==> config.mk <==
export PLATFORM = sky130hd
export DESIGN_NAME = bus_phase_gen
export DESIGN_NICKNAME = d
export VERILOG_FILES = /design/src/rtl/bus_phase_gen.sv
export SDC_FILE = /design/constraint.sdc
export NUM_CORES = 1
export LEC_CHECK = 0
export BUFFER_PORTS_ARGS = -buffer_cell sky130_fd_sc_hd__buf_2
export CAP_MARGIN = 10
export CORE_AREA = 2 2 39 41
export DETAILED_ROUTE_END_ITERATION = 7
export DIE_AREA = 0 0 41 43
export PLACE_DENSITY_LB_ADDON = 0.15
export SETUP_SLACK_MARGIN = 0.5
export SKIP_LAST_GASP = 1
export SLEW_MARGIN = 15
export SYNTH_ARGS = -nofsm -noshare
export SYNTH_HDL_FRONTEND = slang
export SYNTH_SLANG_ARGS = --single-unit
==> constraint.sdc <==
create_clock -name clk -period 0.8 [get_ports clk]
set_input_delay 0.04 -clock clk [delete_from_list [all_inputs] [get_ports clk]]
set_output_delay 0.04 -clock clk [all_outputs]
set_load 0.05 [all_outputs]
==> src/rtl/bus_phase_gen.sv <==
module bus_phase_gen (
  input  logic       clk,
  input  logic       rst,
  output logic       phk,
  output logic       phl,
  output logic [3:0] tstate,
  output logic       cyc_start
);

  logic live_q;
  logic half_q;
  logic phl_q;

  always_ff @(posedge clk) begin
    if (rst) begin
      live_q <= 1'b0;
      half_q <= 1'b0;
    end else begin
      live_q <= 1'b1;
      half_q <= live_q & ~half_q;
    end
  end

  always_ff @(negedge clk) begin
    if (rst) phl_q <= 1'b0;
    else     phl_q <= phk;
  end

  assign phk       = live_q & ~half_q;
  assign phl       = phl_q;
  assign cyc_start = live_q & ~half_q;

  assign tstate[0] = ~live_q | (~half_q & clk);
  assign tstate[1] = live_q & ~half_q & ~clk;
  assign tstate[2] = live_q &  half_q &  clk;
  assign tstate[3] = live_q &  half_q & ~clk;

  a_r3_phk_toggles: assert property (@(posedge clk) disable iff (rst)
    live_q |=> (phk != $past(phk)));

  a_r4_phl_matches_at_rise: assert property (@(posedge clk) disable iff (rst)
    live_q |-> (phl == phk));

  a_r4_phl_quadrature_at_fall: assert property (@(negedge clk) disable iff (rst)
    live_q |-> (phl != phk));

  a_r7_state_onehot: assert property (@(negedge clk) disable iff (rst)
    $countones(tstate) == 1);

  a_r5_strobe_in_t1: assert property (@(negedge clk) disable iff (rst)
    cyc_start |-> (tstate == 4'b0001));

endmodule

==> flow_summary_export.csv <==
group,metric,value,unit
outcome,outcome,"finished, violations left",
outcome,violations,"negative hold slack, negative setup slack",
global_route,grt_max_degree,4,
synthesis,avgSynthCellArea,9.05,um2
floorplanning,die_w,41,um
power_and_ir_drop,p_leak,0.203,nW
cts,clkLatencyLatePin,350,ps
placement,place_area,211,um2
cts,cts_tree,"yes",
sta,slew_headroom,0.919,
synthesis,synthMuxAreaShare,0,
synthesis,synthSimpleGateAreaFrac,0.287,
sta,tns,-3000,ps
routing,wl_per_cell,7.78,um
synthesis,synth_seq_cells,3,
cts,clkSlewWorstSetupHoldPaths,60,ps
worst_hold_path,hold_class,"in2reg",
synthesis,yosysSeqAreaShare,0.511,
worst_hold_path,hp-start,"rst",
synthesis,netlist_area,118,um2
global_route,grt_first_pass_wirelength,765,um
setup_path,reg2regPathDepth,3,
synthesis,synthAdderAreaFrac,0,
floorplanning,dieHeight,43,um
setup_path,startpoint,"phl",
setup_path,critical_path_required,760,ps
sta,finalHoldViolCount,2,
setup_path,crit_family,"flip-flops",
layout,multi_input_area,67.6,um2
placement,port_buffers,8,
setup_path,endpoint_kind,"output pin",
routing,drc_errors,0,
global_route,grt_usage,0.102,
layout,nNetsFinal,40,
floorplanning,rows,14,
setup_path,r2r-end,"phl",
sta,worst_pin_slew,121,ps
setup_path,cp.arrival,1210,ps
setup_path,critPathMaxStageDelay,320,ps
setup_path,r2r-start,"live_q",
synthesis,ys_warn_count,0,
routing,drt_iter0_markers,6,
floorplanning,core_area,0.00138,mm2
setup_path,cp_max_fo,1,
global_route,gr-total-overflow,0,
routing,dr_total_vias,177,
setup_path,cp_num_buf_inv,1,
synthesis,syn_nets,15,
layout,syn2layout_area_growth,269,%
layout,drive_above_1_share,0.947,
floorplanning,floorplan.initialDensity,0.0850,
power_and_ir_drop,cellPowerDensity,4500,mW/mm2
routing,drt_first_pass_iters,2,
synthesis,synth_xor_area_frac,0,
layout,final_cell_area,434,um2
sta,rsz0062_at_grt,"yes",
floorplanning,num_io_pins,9,
layout,seqCellArea,66.3,um2
sta,finalSetupViolCount,13,
routing,drt-vias-per-instance,3.28,
floorplanning,fp.dieArea,0.00176,mm2
setup_path,r2r_slack,-210,ps
sta,report.final.slew_viol_count,0,
layout,fill_cells,146,
worst_hold_path,min_to,"live_q",
worst_hold_path,holdPathStages,2,
layout,insertedDiodeCount,0,
synthesis,synth-compound-area-share,0.0426,
power_and_ir_drop,vdd.ir_drop.worst,1.49,mV
setup_path,crit_type,"reg2out",
setup_path,critPathLaunchType,"flop",
global_route,antenna_found_initial,0,
placement,gp_congestion,0.566,
synthesis,syn-instance-count,13,
flow_run,cap_viol_max_count,0,
routing,routed_wl,420,um
setup_path,critPathSlowestCell,"dfxtp_4",
synthesis,synth_cell_types,8,
global_route,first_global_vias,227,
layout,utilization,0.314,
synthesis,synth_top_family_by_area,"simple AND/OR/NAND/NOR gates",
setup_path,crit_chain,"buf_8",
sta,fin_skew,48.2,ps
routing,ant_nets,0,
sta,worst_slack,-454,ps
sta,whs,-78.3,ps
## flip-flops by register name, indices dropped and copies added, names as in the netlist
register and cells:
phl 1, half_q 1, live_q 1
## how the worst max path moves through the flow
stage	endpoint	slack, ps	cells past startpoint
floorplan	phl	-220	2
global placement	phl	-240	2
detailed placement	phl	-230	2
CTS	phl	-510	1
global route	phl	-480	1
finish	phl	-450	1
## Yosys cell counts
cell	count	area share
nor2_1	2	0.064
nand2b_4	1	0.12
o21ai_1	1	0.043
dfxtp_1	3	0.51
inv_2	1	0.032
and3_1	2	0.11
buf_4	1	0.064
inv_1	2	0.064
## where the power goes
group | internal, mW | leakage, nW | switching [mW] | total (mW)
registers | 0.159 | 0.0260 | 0.00580 | 0.164
logic | 0.0566 | 0.0677 | 0.0643 | 0.121
clock network | 1.01 | 0.109 | 0.664 | 1.67
total | 1.22 | 0.203 | 0.734 | 1.96
## per-layer routing
layer | part of all wire | global-route usage | vias up | routed length (um)
li1 | - | - | 88 | -
met1 | 0.33 | 0.0351 | 78 | 138
met2 | 0.58 | 0.0469 | 11 | 242
met3 | 0.095 | 0.168 | 0 | 40
met4 | 0 | 0.293 | 0 | 0
met5 | 0 | 0 | - | 0
## layout by cell type (no fill, tap or decap)
master and n:
buf_4 1, buf_8 6, nand2b_4 1, clkbuf_4 4, buf_6 10, o21ai_2 1
clkinv_4 1, inv_2 3, and3_4 2, dfxtp_2 2, nor2_4 2, buf_2 1
clkinvlp_4 1, dfxtp_4 1, inv_1 1, clkinv_1 1
## logic make-up (layout without fill, tap and decap cells)
kind of cell,count (synthesis),in the layout
buffers and inverters,4,29
DFF,3,3
and+or+nand+nor,5,5
AOI/OAI and AO/OA,1,1
## layout make-up
type | instances | share of cell area
Tap cell | 16 | 0.0461
Clock inverter | 5 | 0.0548
Clock buffer | 13 | 0.337
Timing Repair Buffer | 9 | 0.228
Multi-Input combinational cell | 6 | 0.156
Sequential cell | 3 | 0.153
Inverter | 2 | 0.0259
## metrics by stage
stage | instances | setup WS [ps] | power, mW
floorplan | 13 | -223 | 0.532
finish | 54 | -454 | 1.96
CTS | 54 | -508 | 1.90
detailed placement | 39 | -233 | 0.600
global placement | 39 | -237 | 0.600
global route | 54 | -476 | 2.11
## what timing repair did
| item | 4_1_cts | 5_1_grt |
|---|---|---|
| pin swaps | 2 | 1 |
| gates resized for setup | 30 | 4 |
| setup buffers | 4 | 0 |
| setup endpoints to repair | 14 | 14 |
| endpoints found under the hold margin | 2 | 2 |
Note: power is estimated with default switching activity, not from simulation.
